$ cat src/rtl/stby_pkg.sv
package stby_pkg;
  localparam int MODE_W = 2;

  typedef enum logic [MODE_W-1:0] {
    MD_RUN   = 2'b00,
    MD_HALT  = 2'b01,
    MD_HALT2 = 2'b10,
    MD_SLEEP = 2'b11
  } stby_mode_e;
endpackage

$ cat src/rtl/stby_wake_qual.sv
module stby_wake_qual
  import stby_pkg::*;
#(
  parameter int NPER  = 4,
  parameter int NPORT = 2
) (
  input  stby_mode_e       mode,
  input  logic             resume,
  input  logic             nmi_i,
  input  logic [NPER-1:0]  irq_i,
  input  logic [NPER-1:0]  irq_en_i,
  input  logic [NPER-1:0]  psnap,
  input  logic [NPORT-1:0] port_irq_i,
  input  logic [NPORT-1:0] port_irq_en_i,
  input  logic             ctm_irq_i,
  input  logic             ctm_irq_en_i,
  input  logic             lsnap,
  output logic             wake
);
  logic [NPER-1:0]  per_hit;
  logic [NPORT-1:0] port_hit;
  logic             in_standby;
  logic             halt_level;
  logic             ctm_hit;

  // one qualification lane per peripheral: enabled and clocked at entry
  for (genvar i = 0; i < NPER; i++) begin : g_per
    assign per_hit[i] = irq_i[i] & irq_en_i[i] & psnap[i];
  end

  for (genvar j = 0; j < NPORT; j++) begin : g_port
    assign port_hit[j] = port_irq_i[j] & port_irq_en_i[j];
  end

  assign in_standby = (mode != MD_RUN) && !resume;
  assign halt_level = (mode == MD_HALT) || (mode == MD_HALT2);
  assign ctm_hit    = ctm_irq_i & ctm_irq_en_i & lsnap;

  always_comb begin
    wake = 1'b0;
    if (in_standby) begin
      wake = nmi_i | (|port_hit) | ctm_hit;
      if (halt_level) wake = wake | (|per_hit);
    end
  end
endmodule

$ cat src/rtl/stby_mode_fsm.sv
module stby_mode_fsm
  import stby_pkg::*;
(
  input  logic             clk,
  input  logic             rst_n,
  input  logic             req_valid,
  input  logic [MODE_W-1:0] req_mode,
  input  logic             wake,
  output stby_mode_e       mode,
  output logic             resume,
  output logic             req_ready,
  output logic             take
);
  stby_mode_e mode_q, mode_d;
  logic       res_q, res_d;

  assign req_ready = (mode_q == MD_RUN) && !res_q;
  assign take      = req_valid && req_ready && (req_mode != MD_RUN);

  always_comb begin
    mode_d = mode_q;
    res_d  = res_q;
    if (res_q) begin
      mode_d = MD_RUN;
      res_d  = 1'b0;
    end else if (take) begin
      mode_d = stby_mode_e'(req_mode);
    end else if (wake) begin
      if (mode_q == MD_SLEEP) res_d  = 1'b1;
      else                    mode_d = MD_RUN;
    end
  end

  always_ff @(posedge clk or negedge rst_n) begin
    if (!rst_n) begin
      mode_q <= MD_RUN;
      res_q  <= 1'b0;
    end else begin
      mode_q <= mode_d;
      res_q  <= res_d;
    end
  end

  assign mode   = mode_q;
  assign resume = res_q;
endmodule

$ cat src/rtl/stby_snapshot.sv
module stby_snapshot #(
  parameter int NPER = 4
) (
  input  logic            clk,
  input  logic            rst_n,
  input  logic            take,
  input  logic [NPER-1:0] periph_en_i,
  input  logic            hosc_run_i,
  input  logic            losc_run_i,
  output logic [NPER-1:0] psnap,
  output logic            hsnap,
  output logic            lsnap
);
  always_ff @(posedge clk or negedge rst_n) begin
    if (!rst_n) begin
      psnap <= '0;
      hsnap <= 1'b0;
      lsnap <= 1'b0;
    end else if (take) begin
      psnap <= periph_en_i;
      hsnap <= hosc_run_i;
      lsnap <= losc_run_i;
    end
  end
endmodule

$ cat src/rtl/stby_gate_out.sv
module stby_gate_out
  import stby_pkg::*;
#(
  parameter int NPER = 4
) (
  input  stby_mode_e      mode,
  input  logic            resume,
  input  logic [NPER-1:0] periph_en_i,
  input  logic            hosc_run_i,
  input  logic            losc_run_i,
  input  logic [NPER-1:0] psnap,
  input  logic            hsnap,
  input  logic            lsnap,
  output logic            cpu_clk_en,
  output logic            bcu_clk_en,
  output logic            dma_clk_en,
  output logic [NPER-1:0] periph_clk_en,
  output logic            hosc_en,
  output logic            losc_en
);
  logic is_run;
  logic keep_per;

  always_comb begin
    is_run     = (mode == MD_RUN);
    cpu_clk_en = is_run;
    bcu_clk_en = is_run || resume || (mode == MD_HALT);
    dma_clk_en = bcu_clk_en;
    keep_per   = resume || (mode == MD_HALT) || (mode == MD_HALT2);
    if (is_run) begin
      hosc_en = hosc_run_i;
      losc_en = losc_run_i;
    end else begin
      hosc_en = keep_per ? hsnap : 1'b0;
      losc_en = lsnap;
    end
  end

  for (genvar i = 0; i < NPER; i++) begin : g_lane
    assign periph_clk_en[i] = is_run ? periph_en_i[i] : (keep_per & psnap[i]);
  end
endmodule

$ cat src/rtl/stby_clkgate_ctrl.sv
module stby_clkgate_ctrl
  import stby_pkg::*;
#(
  parameter int NPER  = 4,
  parameter int NPORT = 2
) (
  input  logic              clk,
  input  logic              rst_n,
  input  logic              req_valid,
  output logic              req_ready,
  input  logic [1:0]        req_mode,
  input  logic [NPER-1:0]   periph_en_i,
  input  logic              hosc_run_i,
  input  logic              losc_run_i,
  input  logic              nmi_i,
  input  logic [NPER-1:0]   irq_i,
  input  logic [NPER-1:0]   irq_en_i,
  input  logic [NPORT-1:0]  port_irq_i,
  input  logic [NPORT-1:0]  port_irq_en_i,
  input  logic              ctm_irq_i,
  input  logic              ctm_irq_en_i,
  output logic              cpu_clk_en,
  output logic              bcu_clk_en,
  output logic              dma_clk_en,
  output logic [NPER-1:0]   periph_clk_en,
  output logic              hosc_en,
  output logic              losc_en,
  output logic [1:0]        mode_o
);
  stby_mode_e      mode_w;
  logic            resume_w;
  logic            take_w;
  logic            wake_w;
  logic [NPER-1:0] psnap_w;
  logic            hsnap_w;
  logic            lsnap_w;

  stby_mode_fsm u_fsm (
    .clk       (clk),
    .rst_n     (rst_n),
    .req_valid (req_valid),
    .req_mode  (req_mode),
    .wake      (wake_w),
    .mode      (mode_w),
    .resume    (resume_w),
    .req_ready (req_ready),
    .take      (take_w)
  );

  stby_snapshot #(.NPER(NPER)) u_snap (
    .clk         (clk),
    .rst_n       (rst_n),
    .take        (take_w),
    .periph_en_i (periph_en_i),
    .hosc_run_i  (hosc_run_i),
    .losc_run_i  (losc_run_i),
    .psnap       (psnap_w),
    .hsnap       (hsnap_w),
    .lsnap       (lsnap_w)
  );

  stby_wake_qual #(.NPER(NPER), .NPORT(NPORT)) u_wake (
    .mode          (mode_w),
    .resume        (resume_w),
    .nmi_i         (nmi_i),
    .irq_i         (irq_i),
    .irq_en_i      (irq_en_i),
    .psnap         (psnap_w),
    .port_irq_i    (port_irq_i),
    .port_irq_en_i (port_irq_en_i),
    .ctm_irq_i     (ctm_irq_i),
    .ctm_irq_en_i  (ctm_irq_en_i),
    .lsnap         (lsnap_w),
    .wake          (wake_w)
  );

  stby_gate_out #(.NPER(NPER)) u_gate (
    .mode          (mode_w),
    .resume        (resume_w),
    .periph_en_i   (periph_en_i),
    .hosc_run_i    (hosc_run_i),
    .losc_run_i    (losc_run_i),
    .psnap         (psnap_w),
    .hsnap         (hsnap_w),
    .lsnap         (lsnap_w),
    .cpu_clk_en    (cpu_clk_en),
    .bcu_clk_en    (bcu_clk_en),
    .dma_clk_en    (dma_clk_en),
    .periph_clk_en (periph_clk_en),
    .hosc_en       (hosc_en),
    .losc_en       (losc_en)
  );

  assign mode_o = mode_w;
endmodule

$ cat config.mk
export PLATFORM = sky130hd
export DESIGN_NAME = stby_clkgate_ctrl
export DESIGN_NICKNAME = d
export VERILOG_FILES = /design/src/rtl/stby_pkg.sv /design/src/rtl/stby_wake_qual.sv /design/src/rtl/stby_mode_fsm.sv /design/src/rtl/stby_snapshot.sv /design/src/rtl/stby_gate_out.sv /design/src/rtl/stby_clkgate_ctrl.sv
export SDC_FILE = /design/constraint.sdc
export NUM_CORES = 1
export LEC_CHECK = 0
export BUFFER_PORTS_ARGS = -buffer_cell sky130_fd_sc_hd__buf_2
export CORE_UTILIZATION = 45
export DETAILED_ROUTE_END_ITERATION = 7
export HOLD_SLACK_MARGIN = 0.08
export MAX_ROUTING_LAYER = met4
export PLACE_DENSITY = 0.82
export SLEW_MARGIN = 20
export SYNTH_ARGS = -nofsm -noshare
export SYNTH_HDL_FRONTEND = slang
export SYNTH_HIERARCHICAL = 1
export SYNTH_SLANG_ARGS = --single-unit
$ cat constraint.sdc
create_clock -name clk -period 3.4 [get_ports clk]
set_input_delay 0.17 -clock clk [delete_from_list [all_inputs] [get_ports clk]]
set_output_delay 0.17 -clock clk [all_outputs]
set_load 0.01 [all_outputs]
* Word level (Yosys, flattened, before mapping)
Index checks and enable logic that the tools add are counted.
Storage, ports and cells: logic and storage cells 62, bits of input ports 26, output and inout port bits 12, register bits 9
Operators by class: equal/unequal tests 4, reduce and logical (&&, ||, !) cells 17, bitwise operators 19, multiplexer cells 17
Operator list (number):
- $and A1 B1 Y1 | 16
- $mux W1 | 13
- $mux W2 | 4
- $logic_or A1 B1 Y1 | 5
- $eq A2 B2 Y1 const B | 2
- $logic_and A1 B1 Y1 | 4
- $reduce_bool A2 Y1 | 2
- $reduce_or A4 Y1 | 1
- $ne A3 B2 Y1 const B | 1
- $or A1 B1 Y1 | 3
- $reduce_bool A3 Y1 | 1
- $eq A2 B1 Y1 const B | 1
- $logic_not A2 Y1 | 1
- $reduce_and A2 Y1 | 1
- $reduce_or A2 Y1 | 1
- $logic_not A1 Y1 | 1

* Depth between registers and ports, before layout
Gate-level depths: netlist (run 1).
word-level depth 10, gate-level depth with buffers 7

* By module
The synthesis (run 1) kept the hierarchy.
By module, submodules not included:
- stby_snapshot | times used 1, seq. area each 150.1 um^2, cells an instance 13, area an instance 251.5 um^2
- stby_gate_out | times used 1, seq. area each 0.0 um^2, cells an instance 24, area an instance 175.2 um^2
- stby_mode_fsm | times used 1, seq. area each 75.1 um^2, cells an instance 16, area an instance 143.9 um^2
- stby_wake_qual | times used 1, seq. area each 0.0 um^2, cells an instance 13, area an instance 75.1 um^2

* Least setup slack after synthesis (run 1)
OpenSTA, ideal clock, no wires.
path kind flip-flop to flip-flop, from register u_fsm.mode_q[0], in the netlist u_fsm/mode[0], to register u_fsm.mode_q[1], in the netlist u_fsm/mode[1], data arrival time 1.476 ns, clock period less this slack 1.602 ns, data required time 3.274 ns, setup time 0.126 ns, path slack 1.798 ns, stages on the path, launching flop included 8, path through dfrtp_1 > inv_1 > ha_1 > o21ai_1 > a311oi_1 > inv_1 > o21ai_0 > a21oi_1
On the way: longest elaborated chain between the ends 6, elaborated cells between the ends (all ways) 17, those cells by class eq/ne (4); mux (4); reduce/logical (9)
Ends and longest elaborated chain:
- from (decl) | line stby_mode_fsm.sv:14 | stby_mode_e mode_q, mode_d;
- from (signal assigned) | line stby_mode_fsm.sv:39 | mode_q <= mode_d;
- $eq A2 B1 Y1 / $eq A2 B2 Y1 (equally long branches) | line stby_wake_qual.sv:36 | assign halt_level = (mode == MD_HALT) || (mode == MD_HALT2);
- $logic_or A1 B1 Y1 | line stby_wake_qual.sv:36
- $mux W1 | line stby_wake_qual.sv:43 | if (halt_level) wake = wake | (|per_hit);
- $mux W1 (*) | line stby_wake_qual.sv:41 | if (in_standby) begin
- via wake_w | line stby_clkgate_ctrl.sv:33 | logic wake_w;
- $reduce_bool A3 Y1 (no source line) (*)
- $reduce_and A2 Y1 (no source line) (*)
Mark *: on every way through the listed nets, which the timed path passes. The rest lies on a longest branch. A chain may end at the register's enable or synchronous reset.

* Worst setup path in the final report (run 1)
from register u_fsm.mode_q[0], in the netlist u_fsm/mode[0], to output port periph_clk_en[3]
On the way: longest elaborated chain between the ends 5, elaborated cells between the ends (all ways) 7, those cells by class eq/ne (2); mux (1); bitwise (1); reduce/logical (3)
Ends and longest elaborated chain:
- $eq A2 B1 Y1 | line stby_gate_out.sv:29 | keep_per = resume || (mode == MD_HALT) || (mode == MD_HALT2);
- $logic_or A1 B1 Y1 (2 in series) | line stby_gate_out.sv:29
- $and A1 B1 Y1 | line stby_gate_out.sv:40 | assign periph_clk_en[i] = is_run ? periph_en_i[i] : (keep_per & psnap[i]);
- $mux W1 (*) | line stby_gate_out.sv:40
- to (decl) | line stby_clkgate_ctrl.sv:25 | output logic [NPER-1:0] periph_clk_en,
Every way passes the cells marked *; elsewhere a longest branch is shown, timed or not.

==> results.md, run 1 <==
* Hold_ws at 0.150 ns
* N_diodes at 0
* Drt total wl at about 1.8 mm
* Starting density of the core at 49.0%
* # DRC at 0
* TritonCTS clock tree: built
* Post-CTS Resized at 0
* Slew @ Worst Pin at about 0.42 ns
* Clk root buf: clkbuf_4
* Die Span Y at 39.9 um
* Critical Path RT at around 3.2 ns
* Via count at 713
* Reg clk slew, reported paths at 0.07 ns
* Die area at 1590 um2
* Design Power at 804 uW
* Worst Hold Class: input pin to register
* Core Rows at 13
* Final HPWL DP at 1.36 mm
* Leak pwr at 0.000454 uW
* Crit path max fanout at 13
* CP arrival at 1.68 ns
* Max Cap Violations at 0
* Syn_nets at 93
* Clock skew at 0.00469 ns
* Final Cycle Share at 54.5%
* M2 GR Usage at 39.5%
* Wire length per cell at 15.2 um
* Initial drt markers at 26
* Multi-input gate area in the final layout at 353 um2
* GR Util All Layers at 25.1%
* Gp weighted congestion at 0.750
* CTS Buf Count at 3
* Fmax at 539 MHz
* Clk sink count at 9
* Synth top area share at 34.9%
* Chip Width at 39.9 um
* Core Util, Final at 65.5%
* Netlist cell types at 22
* Core footprint at 1320 um2
* Drt pass-1 iters at 5
* Sequential fraction of the synthesis area at a little over a third
* Pwr dens at 932 nW/um2
* Number of global-route vias before repair at 627
* RSZ-0062 raised after global routing: false
* Clock buffer depth at 2
* Peak supply drop at 0.537 mV
* Most area-consuming cells after synthesis: dfrtp_1, mux2_4, o22ai_2, nand2_1, a21oi_1
* Io pins at 38
* Synth Instances at 66
* Max-slew violations at 0
* Synthesized area at around 650 um2
* Antenna violations before repair at 0
* Crit Path Class: register to output pin
* #FFs+latches synth at 9
* Area leader, netlist: dfrtp_1
* Vias per std cell at 5.89
* Fillers at roughly 130
* H-tree levels at 1
* Met3 Track Usage GR at 7.95%
* Mean post-synth cell area at 9.78 um2
* IO Port Bufs at 37
* Sequential cell area at roughly 230 um2
* Hold Violations, Final at 0
* Grt met1 use at a little over a quarter
* Busiest grt layer: met2
* Worst relative slew slack at 72.2%
* First-pass GRT wire length at 2.55 mm
* Total global routing overflow at 0
* ANT nets after route at 0
* Worst Setup End Kind: output pin
* Final setup vio count at 0
* Final critical-path required period at 1.85 ns
* Synthesis warning total at 6
* Share of cells above drive strength 1 at 52.8%
* Final net count at between 100 and 150
* Area grow syn2layout at 33.7%
* Setup_tns at 0 ns
* Clk_lat worst skew at 0.26 ns
* Largest net degree at the start of global routing at 14
* Worst setup SP type: register
* Status: finished, final reports clean
sequential cells by signal, summed over array words and instances, names as in the netlist:
register,cells
u_snap/psnap,4
u_fsm/mode,2
u_fsm/resume,1
u_snap/hsnap,1
u_snap/lsnap,1
layout by cell type, fill, tap and decap left out, drive strengths merged, types with 3 or more instances in the layout:
| cell | count |
|---|---|
| dfrtp | 9 |
| mux2 | 6 |
| clkbuf | 4 |
| o21ai | 3 |
| inv | 3 |
| a21oi | 7 |
| o22ai | 5 |
| buf | 38 |
| nand3 | 7 |
| nand2 | 11 |
routing by layer:
metal | part of all wire (%) | wire (um)
met1 | 38 | 698
met2 | 51 | 936
met5 | 0 | 0
met4 | 3.8 | 70
met3 | 7.0 | 128
cell type report:
class,count,share of cell area (%)
clock buffers,4,3.04
inverters,5,4.35
multi-input cells,49,40.9
flip-flops and latches,9,26.1
well taps,15,2.17
repair buffers,39,23.5
worst paths after layout:
check / from / endpoint / slack, ns / cells after the start
worst max-delay path: u_fsm/mode[0] / periph_clk_en[3] / 1.55 / 4
worst min-delay path: losc_run_i / u_snap/lsnap / 0.15 / 2
worst max register to register: u_fsm/mode[0] / u_fsm/mode[0] / 1.60 / 7
worst min register to register: u_snap/lsnap / u_snap/lsnap / 0.58 / 1
max in group asynchronous: rst_n / u_snap/psnap[0] / 2.92 / 2
min in group asynchronous: rst_n / u_fsm/mode[0] / 0.28 / 2
synthesized netlist by cell type:
| cell type | instances |
|---|---|
| nand2_1 | 11 |
| dfrtp_1 | 9 |
| a21oi_1 | 7 |
| nand3_1 | 7 |
| mux2_4 | 6 |
| o22ai_2 | 5 |
| inv_1 | 3 |
| buf_6 | 2 |
| nor3_1 | 2 |
| o21ai_0 | 2 |
| a221oi_1 | 1 |
| a311oi_1 | 1 |
| and4b_2 | 1 |
| buf_4 | 1 |
| bufinv_8 | 1 |
| clkinv_4 | 1 |
| ha_1 | 1 |
| nand2b_1 | 1 |
| nor2_1 | 1 |
| nor2_2 | 1 |
| o21ai_1 | 1 |
| or2_1 | 1 |
power breakdown:
group | internal, uW | switching (uW)
Clock | 45.3 | 41.4
Combinational | 240 | 240
Sequential | 156 | 81.1
stage by stage:
| step | setup slack [ns] | instance area (um2) | cells |
|---|---|---|---|
| 6_report | 1.55 | 863 | 121 |
| 5_1_grt | 1.44 | 863 | 121 |
| 4_1_cts | 1.59 | 863 | 121 |
| 3_5_place_dp | 1.66 | 827 | 116 |
| 3_3_place_gp | 1.74 | 827 | 116 |
| 2_1_floorplan | 1.80 | 646 | 66 |
cells by family after synthesis:
| kind of cell | share of synthesized area, % |
|---|---|
| flip-flops | 34.9 |
| buffers and inverters | 10.5 |
| AND/OR/NAND/NOR | 18.6 |
| AO/OA/AOI/OAI | 20.2 |
| adder cells (fa/ha/maj) | 1.94 |
| multiplexers | 14.0 |
worst max-delay path: stages (launching register included):
cell and delay (ns):
dfrtp_1 0.56, or2_1 0.43, o22ai_2 0.12, a21oi_1 0.16, buf_2 0.15
timing repair:
action / 4_1_cts / 5_1_grt
hold endpoints to repair: 9 / 0
buffers inserted: 0 / 0
hold buffers: 1 / 0
endpoints found under the setup margin: 0 / 0
Note: power is estimated with default switching activity, not from simulation.
==> run 2: changes to the inputs <==
Settings changed: CORE_UTILIZATION 45 to 38, PLACE_DENSITY 0.82 to 0.74.
Clock period 3.4 ns to 1.7 ns, I/O delays scaled along.
==> run 2 against run 1 <==
Net effect:
- sequential share of layout area fell by 2.2 points
- global-route usage fell by 4.5 points
- die area rose by 17%
- critical endpoint is now u_snap/psnap[2]
==> results.md, run 2 (synthesis results as in run 1) <==
* Final HPWL DP at 1.29 mm
* N_diodes at 0
* H-tree levels at 1
* RSZ-0062 raised after global routing: false
* Initial drt markers at 14
* CP arrival at 1.71 ns
* Worst path slowest cell: dfrtp_1
* Vias per std cell at around 5.3
* ANT nets after route at 0
* First-pass GRT wire length at 2.73 mm
* IO Port Bufs at 37
* Clock buffer depth at 2
* Reg2Reg Setup Slack at 0.14 ns
* Crit path max fanout at 9
* Clk sink count at 9
* Via count at approximately 690
* Chip Width at between 40 and 50 um
* Commonest non-fill, non-tap cell in the layout: buf_2
* Peak supply drop at between 0.9 and 1 mV
* Wire length per cell at between 10 and 15 um
* GR Util All Layers at approximately a fifth
* TritonCTS clock tree: built
* Worst r2r dst: u_snap/psnap[2]
* Drt total wl at 1.78 mm
* Hold-critical path depth at 3
* Io pins at 38
* Core footprint at about 1500 um2
* Final setup vio count at 0
* CP max stage delay at 0.38 ns
* Setup_tns at 0 ns
* Number of global-route vias before repair at 641
* Die Span Y at 43.2 um
* Pwr dens at 1740 nW/um2
* Crit Path Class: register to register
* Hold Violations, Final at 0
* Drt pass-1 iters at 4
* Slew @ Worst Pin at roughly 0.32 ns
* Status: finished, final reports clean
* Worst relative slew slack at 78.8%
* Post-CTS setup repair buffer count at 0
* Worst Hold Launch: req_valid
* Max Cap Violations at 0
* Clk root buf: clkbuf_4
* Final critical-path required period at 1.56 ns
* Total global routing overflow at 0
* Antenna violations before repair at 0
* Worst path cell trace: buf_4 -> nor2_2 -> nand2_1 -> nor3_1 -> buf_4 -> mux2_4
* R2R depth at 6
* # DRC at 0
* Reg clk slew, reported paths at 0.06 ns
* Worst Hold Class: input pin to register
* Die area at between 1500 and 2000 um2
* Clk_lat worst skew at between 0.2 and 0.3 ns
* Dpl cell area at 843 um2
* Starting density of the core at 41.9%
* Area grow syn2layout at 45.9%
* Critical Path RT at ~1.9 ns
* Most frequent cells in the layout: buf_2, nand2_1, dfrtp_1
* Fmax at between 600 and 700 MHz
* Final Cycle Share at 91.8%
* Worst Setup End Kind: register
* Largest net degree at the start of global routing at 13
* Most frequent CP cell: buf_4
* Core Rows at 14
* Final net count at 142
* Gp weighted congestion at 0.778
* Clock skew at 0.00255 ns
* Share of cells above drive strength 1 at 51.8%
* Worst setup SP type: register
* Leak pwr at 0.000490 uW
* Final Cell Area at approximately 940 um2
* WHS Endpoint: u_fsm/mode[1]
* Most flop-heavy register: u_snap/psnap
* Max FFs per register at 4
* CTS Buf Count at 3
* Max-slew violations at 0
* RR Startpoint: u_fsm/mode[1]
[run 2: worst max path at each step]
stage / startpoint / to / slack, ns / cells after the start
floorplan: u_fsm/mode[0] / u_fsm/mode[1] / 0.1 / 7
global placement: u_fsm/mode[1] / u_snap/hsnap / 0.23 / 6
detailed placement: u_fsm/mode[1] / u_snap/psnap[2] / 0.18 / 6
CTS: u_fsm/mode[0] / periph_clk_en[3] / 0.03 / 5
global route: u_fsm/mode[0] / u_fsm/mode[1] / 0.009 / 7
finish: u_fsm/mode[1] / u_snap/psnap[2] / 0.14 / 6
[run 2: what timing repair did]
item / in CTS / in global routing
hold endpoints to repair: 14 / 1
endpoints found under the setup margin: 0 / 5
hold buffers: 6 / 1
gates resized for setup: 0 / 1
[run 2: worst max-delay path, delay by kind of cell, from the launching register on]
family	cells	cell delay, ns
flip-flops	1	0.38
buffers and inverters	2	0.38
AND/OR/NAND/NOR	3	0.38
multiplexers	1	0.31
[run 2: layout make-up]
| type | instances | area, um2 |
|---|---|---|
| well taps | 16 | 20.0 |
| flip-flops and latches | 9 | 225 |
| fillers | 142 | 599 |
| inverters | 5 | 37.5 |
| repair buffers | 47 | 278 |
| multi-input cells | 49 | 355 |
| clock buffers | 4 | 26.3 |
[run 2: report_power, final]
group          total, uW  switching [uW]  internal (uW)
logic               1050             524            528
clock network        172            81.3           90.8
registers            420             106            314
total               1640             711            932
[run 2: per-layer routing]
| metal | global-route usage [%] | share of wire (%) |
|---|---|---|
| met3 | 6.38 | 5.0 |
| met1 | 23.3 | 39 |
| met4 | 9.09 | 3.1 |
| met2 | 33.1 | 53 |
| met5 | - | 0 |
[run 2: metrics by stage]
stage	power [uW]	util [%]	hold WS, ns	setup slack, ns	cells
after floorplan	1140	-	-0.211	0.0984	66
after global placement	1410	54.7	-0.0512	0.226	119
after detailed placement	1440	54.7	-0.0484	0.183	119
after CTS	1630	60.3	0.0818	0.0286	129
after global routing	1760	61.1	0.109	0.00936	130
final	1640	61.1	0.113	0.140	130
